[src/rtl/ssadc_pkg.sv]
package ssadc_pkg;
  typedef enum logic [1:0] {
    PH_IDLE  = 2'd0,
    PH_MEAS  = 2'd1,
    PH_DISCH = 2'd2
  } ssadc_phase_e;

  localparam int SYNC_STAGES = 2;
  localparam int RES_W       = 16;
  localparam logic [RES_W-1:0] OVR_CODE = '1;
endpackage

[src/rtl/ssadc_timebase.sv]
module ssadc_timebase
  import ssadc_pkg::*;
#(
  parameter int DIV     = 256,
  parameter int PWM_HI  = 4,
  parameter int PWM_LO  = 2
) (
  input  logic         clk,
  input  logic         rst_n,
  input  logic         start_i,
  input  logic         stop_i,
  output ssadc_phase_e phase_o,
  output logic         ramp_go_o,
  output logic         term_o
);
  localparam int PRE_W  = (DIV > 1) ? $clog2(DIV) : 1;
  localparam int SEGMAX = (PWM_HI > PWM_LO) ? PWM_HI : PWM_LO;
  localparam int SEG_W  = (SEGMAX > 1) ? $clog2(SEGMAX) : 1;
  localparam logic [PRE_W-1:0] PRE_LAST = PRE_W'(DIV - 1);
  localparam logic [SEG_W-1:0] HI_LAST  = SEG_W'(PWM_HI - 1);
  localparam logic [SEG_W-1:0] LO_LAST  = SEG_W'(PWM_LO - 1);

  ssadc_phase_e     phase_q, phase_d;
  logic [PRE_W-1:0] pre_q, pre_d;
  logic [SEG_W-1:0] seg_q, seg_d;
  logic             tick;
  logic             run_en;

  assign tick   = (pre_q == PRE_LAST);
  assign run_en = (phase_q != PH_IDLE) || start_i || stop_i;

  always_comb begin
    phase_d   = phase_q;
    pre_d     = pre_q;
    seg_d     = seg_q;
    ramp_go_o = 1'b0;
    term_o    = 1'b0;
    if (stop_i) begin
      phase_d = PH_IDLE;
      pre_d   = '0;
      seg_d   = '0;
    end else if (start_i) begin
      phase_d   = PH_MEAS;
      pre_d     = '0;
      seg_d     = '0;
      ramp_go_o = 1'b1;
    end else begin
      case (phase_q)
        PH_MEAS: begin
          pre_d = tick ? '0 : pre_q + 1'b1;
          if (tick) begin
            if (seg_q == HI_LAST) begin
              phase_d = PH_DISCH;
              seg_d   = '0;
            end else begin
              seg_d = seg_q + 1'b1;
            end
          end
        end
        PH_DISCH: begin
          pre_d = tick ? '0 : pre_q + 1'b1;
          if (tick) begin
            if (seg_q == LO_LAST) begin
              phase_d   = PH_MEAS;
              seg_d     = '0;
              ramp_go_o = 1'b1;
              term_o    = 1'b1;
            end else begin
              seg_d = seg_q + 1'b1;
            end
          end
        end
        default: ;
      endcase
    end
  end

  always_ff @(posedge clk or negedge rst_n) begin
    if (!rst_n) begin
      phase_q <= PH_IDLE;
      pre_q   <= '0;
      seg_q   <= '0;
    end else if (run_en) begin
      phase_q <= phase_d;
      pre_q   <= pre_d;
      seg_q   <= seg_d;
    end
  end

  assign phase_o = phase_q;
endmodule

[src/rtl/ssadc_sync.sv]
module ssadc_sync #(
  parameter int STAGES = 2
) (
  input  logic clk,
  input  logic rst_n,
  input  logic d_i,
  output logic q_o
);
  logic [STAGES-1:0] sh_q;

  always_ff @(posedge clk or negedge rst_n) begin
    if (!rst_n) begin
      sh_q <= '1;
    end else begin
      sh_q <= {sh_q[STAGES-2:0], d_i};
    end
  end

  assign q_o = sh_q[STAGES-1];
endmodule

[src/rtl/ssadc_capture.sv]
module ssadc_capture
  import ssadc_pkg::*;
#(
  parameter int MEAS = 1024,
  parameter int LAT  = 2
) (
  input  logic             clk,
  input  logic             rst_n,
  input  logic             ramp_go_i,
  input  logic             stop_i,
  input  logic             cmp_s_i,
  output logic             tripped_o,
  output logic [RES_W-1:0] count_o
);
  localparam int SAT_V = MEAS + LAT;
  localparam int EL_W  = $clog2(SAT_V + 1);
  localparam logic [EL_W-1:0] SAT   = EL_W'(SAT_V);
  localparam logic [EL_W-1:0] WOPEN = EL_W'(LAT);

  logic [EL_W-1:0]  el_q, el_d;
  logic             trip_q, trip_d;
  logic [RES_W-1:0] cap_q, cap_d;
  logic             in_win;

  assign in_win = (el_q >= WOPEN) && (el_q < SAT);

  always_comb begin
    el_d   = el_q;
    trip_d = trip_q;
    cap_d  = cap_q;
    if (ramp_go_i) begin
      el_d   = '0;
      trip_d = 1'b0;
    end else if (stop_i) begin
      el_d   = SAT;
      trip_d = 1'b0;
    end else begin
      if (el_q != SAT) el_d = el_q + 1'b1;
      if (in_win && !cmp_s_i && !trip_q) begin
        trip_d = 1'b1;
        cap_d  = RES_W'(el_q - WOPEN);
      end
    end
  end

  always_ff @(posedge clk or negedge rst_n) begin
    if (!rst_n) begin
      el_q   <= SAT;
      trip_q <= 1'b0;
      cap_q  <= '0;
    end else begin
      el_q   <= el_d;
      trip_q <= trip_d;
      cap_q  <= cap_d;
    end
  end

  assign tripped_o = trip_q;
  assign count_o   = cap_q;
endmodule

[src/rtl/ss_adc_ctrl.sv]
module ss_adc_ctrl
  import ssadc_pkg::*;
#(
  parameter int DIV    = 256,
  parameter int PWM_HI = 4,
  parameter int PWM_LO = 2
) (
  input  logic              clk,
  input  logic              rst_n,
  input  logic              start,
  input  logic              stop,
  input  logic              skip_first,
  input  logic              chan_chg,
  input  logic              cmp_in,
  input  logic              clr_flag,
  input  logic              rd_clr,
  output logic              ramp_en,
  output logic              sh_hold,
  output logic [RES_W-1:0]  result,
  output logic              over_range,
  output logic              data_avail,
  output logic              eoc
);
  localparam int MEAS = DIV * PWM_HI;

  ssadc_phase_e     phase;
  logic             ramp_go, term;
  logic             cmp_s;
  logic             tripped;
  logic [RES_W-1:0] count;

  ssadc_timebase #(.DIV(DIV), .PWM_HI(PWM_HI), .PWM_LO(PWM_LO)) u_tb (
    .clk       (clk),
    .rst_n     (rst_n),
    .start_i   (start),
    .stop_i    (stop),
    .phase_o   (phase),
    .ramp_go_o (ramp_go),
    .term_o    (term)
  );

  ssadc_sync #(.STAGES(SYNC_STAGES)) u_sync (
    .clk   (clk),
    .rst_n (rst_n),
    .d_i   (cmp_in),
    .q_o   (cmp_s)
  );

  ssadc_capture #(.MEAS(MEAS), .LAT(SYNC_STAGES)) u_cap (
    .clk       (clk),
    .rst_n     (rst_n),
    .ramp_go_i (ramp_go),
    .stop_i    (stop),
    .cmp_s_i   (cmp_s),
    .tripped_o (tripped),
    .count_o   (count)
  );

  logic [RES_W-1:0] res_q, res_d;
  logic             ovr_q, ovr_d;
  logic             avail_q, avail_d;
  logic             eoc_q, eoc_d;
  logic             skip_q, skip_d;
  logic             publish;
  logic             arm;

  assign publish = term && !skip_q;
  assign arm     = skip_first && ((start && !stop) || chan_chg);

  always_comb begin
    res_d   = res_q;
    ovr_d   = ovr_q;
    avail_d = avail_q;
    skip_d  = skip_q;
    eoc_d   = publish;
    if (term) skip_d = 1'b0;
    if (arm)  skip_d = 1'b1;
    if (clr_flag || rd_clr) avail_d = 1'b0;
    if (publish) begin
      res_d   = tripped ? count : OVR_CODE;
      ovr_d   = !tripped;
      avail_d = 1'b1;
    end
  end

  always_ff @(posedge clk or negedge rst_n) begin
    if (!rst_n) begin
      res_q   <= '0;
      ovr_q   <= 1'b0;
      avail_q <= 1'b0;
      eoc_q   <= 1'b0;
      skip_q  <= 1'b0;
    end else begin
      if (publish) begin
        res_q <= res_d;
        ovr_q <= ovr_d;
      end
      avail_q <= avail_d;
      eoc_q   <= eoc_d;
      skip_q  <= skip_d;
    end
  end

  assign ramp_en    = (phase == PH_MEAS);
  assign sh_hold    = (phase == PH_MEAS);
  assign result     = res_q;
  assign over_range = ovr_q;
  assign data_avail = avail_q;
  assign eoc        = eoc_q;
endmodule

[config.mk]
export PLATFORM = sky130hd
export DESIGN_NAME = ss_adc_ctrl
export DESIGN_NICKNAME = d
export VERILOG_FILES = /design/src/rtl/ssadc_pkg.sv /design/src/rtl/ssadc_timebase.sv /design/src/rtl/ssadc_sync.sv /design/src/rtl/ssadc_capture.sv /design/src/rtl/ss_adc_ctrl.sv
export SDC_FILE = /design/constraint.sdc
export NUM_CORES = 1
export LEC_CHECK = 0
export ABC_AREA = 1
export BUFFER_PORTS_ARGS = -buffer_cell sky130_fd_sc_hd__buf_2
export CAP_MARGIN = 0
export CORE_MARGIN = 2
export CORE_UTILIZATION = 59
export DETAILED_ROUTE_END_ITERATION = 10
export PLACE_DENSITY = 0.81
export REMOVE_ABC_BUFFERS = 1
export SLEW_MARGIN = 20
export SYNTH_ARGS = -nofsm -noshare
export SYNTH_HDL_FRONTEND = slang
export SYNTH_SLANG_ARGS = --single-unit
[constraint.sdc]
create_clock -name clk -period 2.2 [get_ports clk]
set_input_delay 0.11 -clock clk [delete_from_list [all_inputs] [get_ports clk]]
set_output_delay 0.11 -clock clk [all_outputs]
set_load 0.02 [all_outputs]
**Word-level counts from Yosys, hierarchy flattened**

Index checks and enable logic that the tools add are counted.

- Flip-flop bits (word level): 62
- Input bits: 9
- Logic and storage cells: 92

- Add/subtract/negate cells: 4
- $lt $le $gt $ge: 2
- Eq/ne operators: 10
- Mux-type cells: 36
- Bitwise gates (word level): 2
- Reduce and logical (&&, ||, !) cells: 26

Operators with widths:

| operator | count |
|---|---|
| $mux W11 | 3 |
| $mux W8 | 4 |
| $mux W2 | 12 |
| $mux W16 | 1 |
| $ne A4 B3 Y1 const B | 4 |
| $mux W1 | 14 |
| $sub A11 B2 Y12 const B | 1 |
| $add A11 B1 Y11 const B | 1 |
| $ge A11 B2 Y1 const B | 1 |
| $lt A11 B11 Y1 const B | 1 |
| $ne A11 B11 Y1 const B | 1 |
| $reduce_bool A3 Y1 | 3 |
| $add A8 B1 Y8 const B | 1 |
| $eq A8 B8 Y1 const B | 1 |
| $pmux W2 S2 | 2 |
| $logic_and A1 B1 Y1 | 6 |
| $reduce_and A6 Y1 | 1 |
| $reduce_bool A2 Y1 | 3 |
| $eq A2 B1 Y1 const B | 2 |
| $eq A2 B2 Y1 const B | 2 |
| $logic_not A1 Y1 | 4 |
| $logic_or A1 B1 Y1 | 4 |
| $reduce_and A4 Y1 | 1 |
| $reduce_bool A4 Y1 | 1 |
| 5 further kinds | 6 |

**Longest topological paths before layout**

- Depth after elaboration: 8
- Gate-level depth with buffers: 12
- Depth with buffers taken out: 11

**Cells and area by module**

Synthesis repeated with hierarchy kept, for this count alone.

- Cells, all modules: 390
- Area, all modules: 3328.2 µm²

Modules (own cells, without submodules):

| module | times used | cells an instance | area each (µm²) |
|---|---|---|---|
| ssadc_capture | 1 | 192 | 1612.8 |
| ss_adc_ctrl | 1 | 91 | 837.1 |
| ssadc_timebase | 1 | 105 | 825.8 |
| ssadc_sync | 1 | 2 | 52.6 |

**Least setup slack after synthesis**

Ideal clock, no wire load.

- Path type: register to register
- From: register u_tb.phase_q[0], in the netlist u_tb.phase_o[0]
- To: register u_tb.phase_q[0], in the netlist u_tb.phase_o[0]
- Setup time: 0.117 ns
- Data arrival time: 1.567 ns
- Setup slack: 0.517 ns
- Stages on the path, launching flop included: 12
- Buffers on the path: 0
- Clock period less this slack: 1.683 ns
- Cell sequence: dfrtp_1 inv_1 ha_1 inv_1 nor2_1 nor2_4 inv_1 nand2_1 o31ai_2 nand2_1 nand2_1 nand2_1

- Cells in the longest elaborated chain, start to end: 4

RTL lines:

| what | RTL line | source |
|---|---|---|
| from (decl) | ssadc_timebase.sv:23 | `ssadc_phase_e phase_q, phase_d;` |
| from (signal assigned) | ssadc_timebase.sv:84 | `phase_q <= phase_d;` |
| $eq A2 B2 Y1 (tied with other cells) | ssadc_timebase.sv:48 | `case (phase_q)` |
| $pmux W2 S2 / $logic_or A1 B1 Y1 (equally long branches) | ssadc_timebase.sv:48, ssadc_timebase.sv:30 |  |
| $mux W2 / $logic_or A1 B1 Y1 (equally long branches) | ssadc_timebase.sv:42, ssadc_timebase.sv:30 |  |
| $mux W2 / $reduce_and A6 Y1 (equally long branches) | -- |  |

Several ways; a longest one is shown, not always the timed one.
A chain may end at the register's enable or synchronous reset.

**Final worst setup path**

- From: register u_tb.phase_q[0], in the netlist u_tb.phase_o[0]
- To: register u_tb.phase_q[1], in the netlist u_tb.phase_o[1]

Same word-level chain as after synthesis.

==> results.json <==
{
  "max_slew_margin": 0.679,
  "insertion_delay_ns": 0.30,
  "status": "completed",
  "synth_xor_area_frac": 0.0268,
  "drive_gt1_frac": 0.209,
  "synth.area.top_cells": "dfrtp_1 (43%), nand2_1 (8.9%), nor2_1 (7.0%)",
  "synth-compound-area-share": 0.0652,
  "post-place-ws_ns": 0.266,
  "drv_slew": 0,
  "grt_pass1_wl_um": 9330,
  "final_nets": 403,
  "grt_start_max_net_pins": 33,
  "worst_slew_pin_slew_ns": 0.479,
  "crit_arrival_ns": 2.15,
  "htreeDepth": 2,
  "period_minus_slack_ns": 1.95,
  "dr.pass1.iters": 4,
  "die_w_um": 74.6,
  "slowest_delay_ns": 0.39,
  "fin_ws_ns": 0.248,
  "hold_violations": 0,
  "via_per_inst": 5.07,
  "worstSetupPathType": "reg -> reg",
  "cts.sink_count": 54,
  "dp_hpwl_um": 4080,
  "synth.area.mux_share": 0.00341,
  "grt_pass1_vias": 2100,
  "grt_remaining_overflow": 0,
  "clockBufferDepth": 2,
  "yosysUniqueCellTypes": 30,
  "cap_viol_max_count": 0,
  "finClkSkew_ns": 0.00735,
  "start_util": 0.618,
  "postCtsResizedCells": 0,
  "port-buffer-count": 29,
  "io_pins": 30,
  "worstPathCellList": "inv_1 -> ha_1 -> inv_1 -> nor2_1 -> nor2_4 -> inv_1 -> nand2_1 -> o31ai_2 -> nand2_1 -> nand2_1 -> nand2_1",
  "p_per_area_mw_per_mm2": 725,
  "critPathCaptureType": "register",
  "start_kind": "register",
  "rows": 25,
  "cts_tree": "yes",
  "max_freq_mhz": 512,
  "required_ns": 2.40,
  "syn_area_per_cell_um2": 8.32,
  "drt-total-wl_um": 5340,
  "ys_seq_area_frac": 0.462,
  "antenna_found_initial": 0,
  "ir_drop_mv": 0.370,
  "synth.largest_area_cell": "dfrtp_1",
  "syn_area_mm2": 0.00294,
  "drc": 0,
  "synthAdderAreaFrac": 0.0511,
  "drtIter0Drc": 140,
  "die_area_mm2": 0.00556,
  "area_growth_syn_to_layout_pct": 9.42,
  "crit_fanout": 7,
  "die_y_um": 74.6,
  "setup_violations": 0,
  "finalWeightedCongestion": 0.967,
  "leakage_nw": 1.71,
  "post_cts_buffers": 0,
  "rsz0062_at_grt": "no",
  "finalCritPeriodShare": 0.887,
  "synth_top_area_frac": 0.426,
  "setup_tns_ns": 0,
  "ys_ff_latch": 54,
  "diodes": 0,
  "core_area_mm2": 0.00475,
  "ctsHoldBuffers": 2,
  "grt.total_usage": 0.217,
  "hold_class": "in -> reg",
  "clockRootBuffer": "clkbuf_8",
  "clkTransAtPathRegs_ns": 0.09,
  "final_cell_mix": "nand2_1 (70), nor2_1 (55), dfrtp_1 (50), inv_1 (35), buf_2 (29)",
  "vias": 2282,
  "synth_cells": 353,
  "yosysWarnings": 0,
  "layout_commonest_cell": "nand2_1",
  "detail-route-antenna-nets": 0,
  "cp_common_cell": "nand2_1",
  "slowest_stage": "dfrtp_1",
  "cts_made_buffers": 5,
  "synth_top_family_by_area": "simple AND/OR/NAND/NOR gates",
  "synth-simple-area-share": 0.302,
  "wire_per_inst_um": 11.9
}
-- power breakdown --
group	leakage, nW	internal [W]	total [W]	switching [W]
clock network	0.0514	0.000340	0.000655	0.000316
registers	0.717	0.00111	0.00121	0.0000963
logic	0.940	0.000167	0.000466	0.000299
total	1.71	0.00162	0.00233	0.000711
-- flip-flops by register name (all words and copies together), names as in the netlist, 2 cells and up --
name           flops
u_tb.phase_o       2
u_sync.sh_q        2
result            12
u_tb.seg_q         2
u_tb.pre_q         8
u_cap.el_q        11
u_cap.count_o     12
-- final timing paths --
kind	slack, ns	cells past startpoint	from	endpoint
worst max-delay path	0.25	11	u_tb.phase_o[0]	u_tb.phase_o[1]
worst min-delay path	0.05	4	clr_flag	data_avail
worst max register to register	0.25	11	u_tb.phase_o[0]	u_tb.phase_o[1]
worst min register to register	0.36	0	u_sync.sh_q[0]	u_sync.sh_q[1]
max in group asynchronous	1.51	3	rst_n	u_cap.el_q[10]
min in group asynchronous	0.31	3	rst_n	u_tb.pre_q[7]
-- final cells by class --
type,count,area (um2)
Clock buffer,6,72.6
Clock inverter,2,37.5
Fill cell,396,1540
Inverter,41,158
Multi-Input combinational cell,246,1320
Sequential cell,54,1360
Tap cell,67,83.8
Timing Repair Buffer,34,188
-- synthesized netlist by cell type --
cell,number
nand2_2,6
inv_2,3
a211oi_1,2
ha_1,12
nand3_1,22
o21ai_2,1
nor2_1,55
and3_1,1
nand2_4,2
buf_6,4
o31ai_2,1
nor2_2,13
xor2_1,8
a21oi_1,14
inv_1,35
nand3_2,4
buf_4,8
mux2i_1,1
nor4_1,1
dfrtp_1,50
dfstp_2,4
nand4_1,3
clkinv_2,3
nand2_1,70
nor3_1,7
nor2_4,4
o21ai_0,12
nor3b_1,2
xnor2_1,1
a31oi_1,4
-- logic make-up (layout without fill, tap and decap cells) --
kind of cell    count (synthesis)  count (layout)
fa+ha+maj                      12              12
xor+xnor                        9               9
flops                          54              54
mux                             1               1
simple gates                  190             190
buf+inv                        53              83
compound gates                 34              34
-- per-layer routing --
metal | track usage | vias up | wire length, um
met1 | 0.297 | 1039 | 2520
met3 | 0.0379 | 6 | 274
met4 | 0.0675 | 0 | 66
met2 | 0.356 | 67 | 2470
li1 | - | 1170 | -
met5 | 0 | - | 0
-- metrics by stage --
| stage | total power [W] | instance area [um2] | instances | hold slack (ns) | utilization |
|---|---|---|---|---|---|
| after floorplan | 0.00155 | 2830 | 341 | -0.186 | - |
| after global placement | 0.00167 | 3080 | 440 | 0.108 | 0.648 |
| after detailed placement | 0.00169 | 3080 | 440 | 0.115 | 0.648 |
| after CTS | 0.00235 | 3210 | 450 | 0.0411 | 0.676 |
| after global routing | 0.00248 | 3210 | 450 | 0.0576 | 0.676 |
| final | 0.00233 | 3210 | 450 | 0.0453 | 0.676 |
-- worst max-delay path, delay by kind of cell (launching register included) --
| family | cells | cell delay, ns |
|---|---|---|
| adders and majority gates | 1 | 0.27 |
| DFF | 1 | 0.39 |
| buffers and inverters | 3 | 0.26 |
| and+or+nand+nor | 6 | 0.76 |
| AOI/OAI and AO/OA | 1 | 0.16 |
Note: power is estimated with default switching activity, not from simulation.
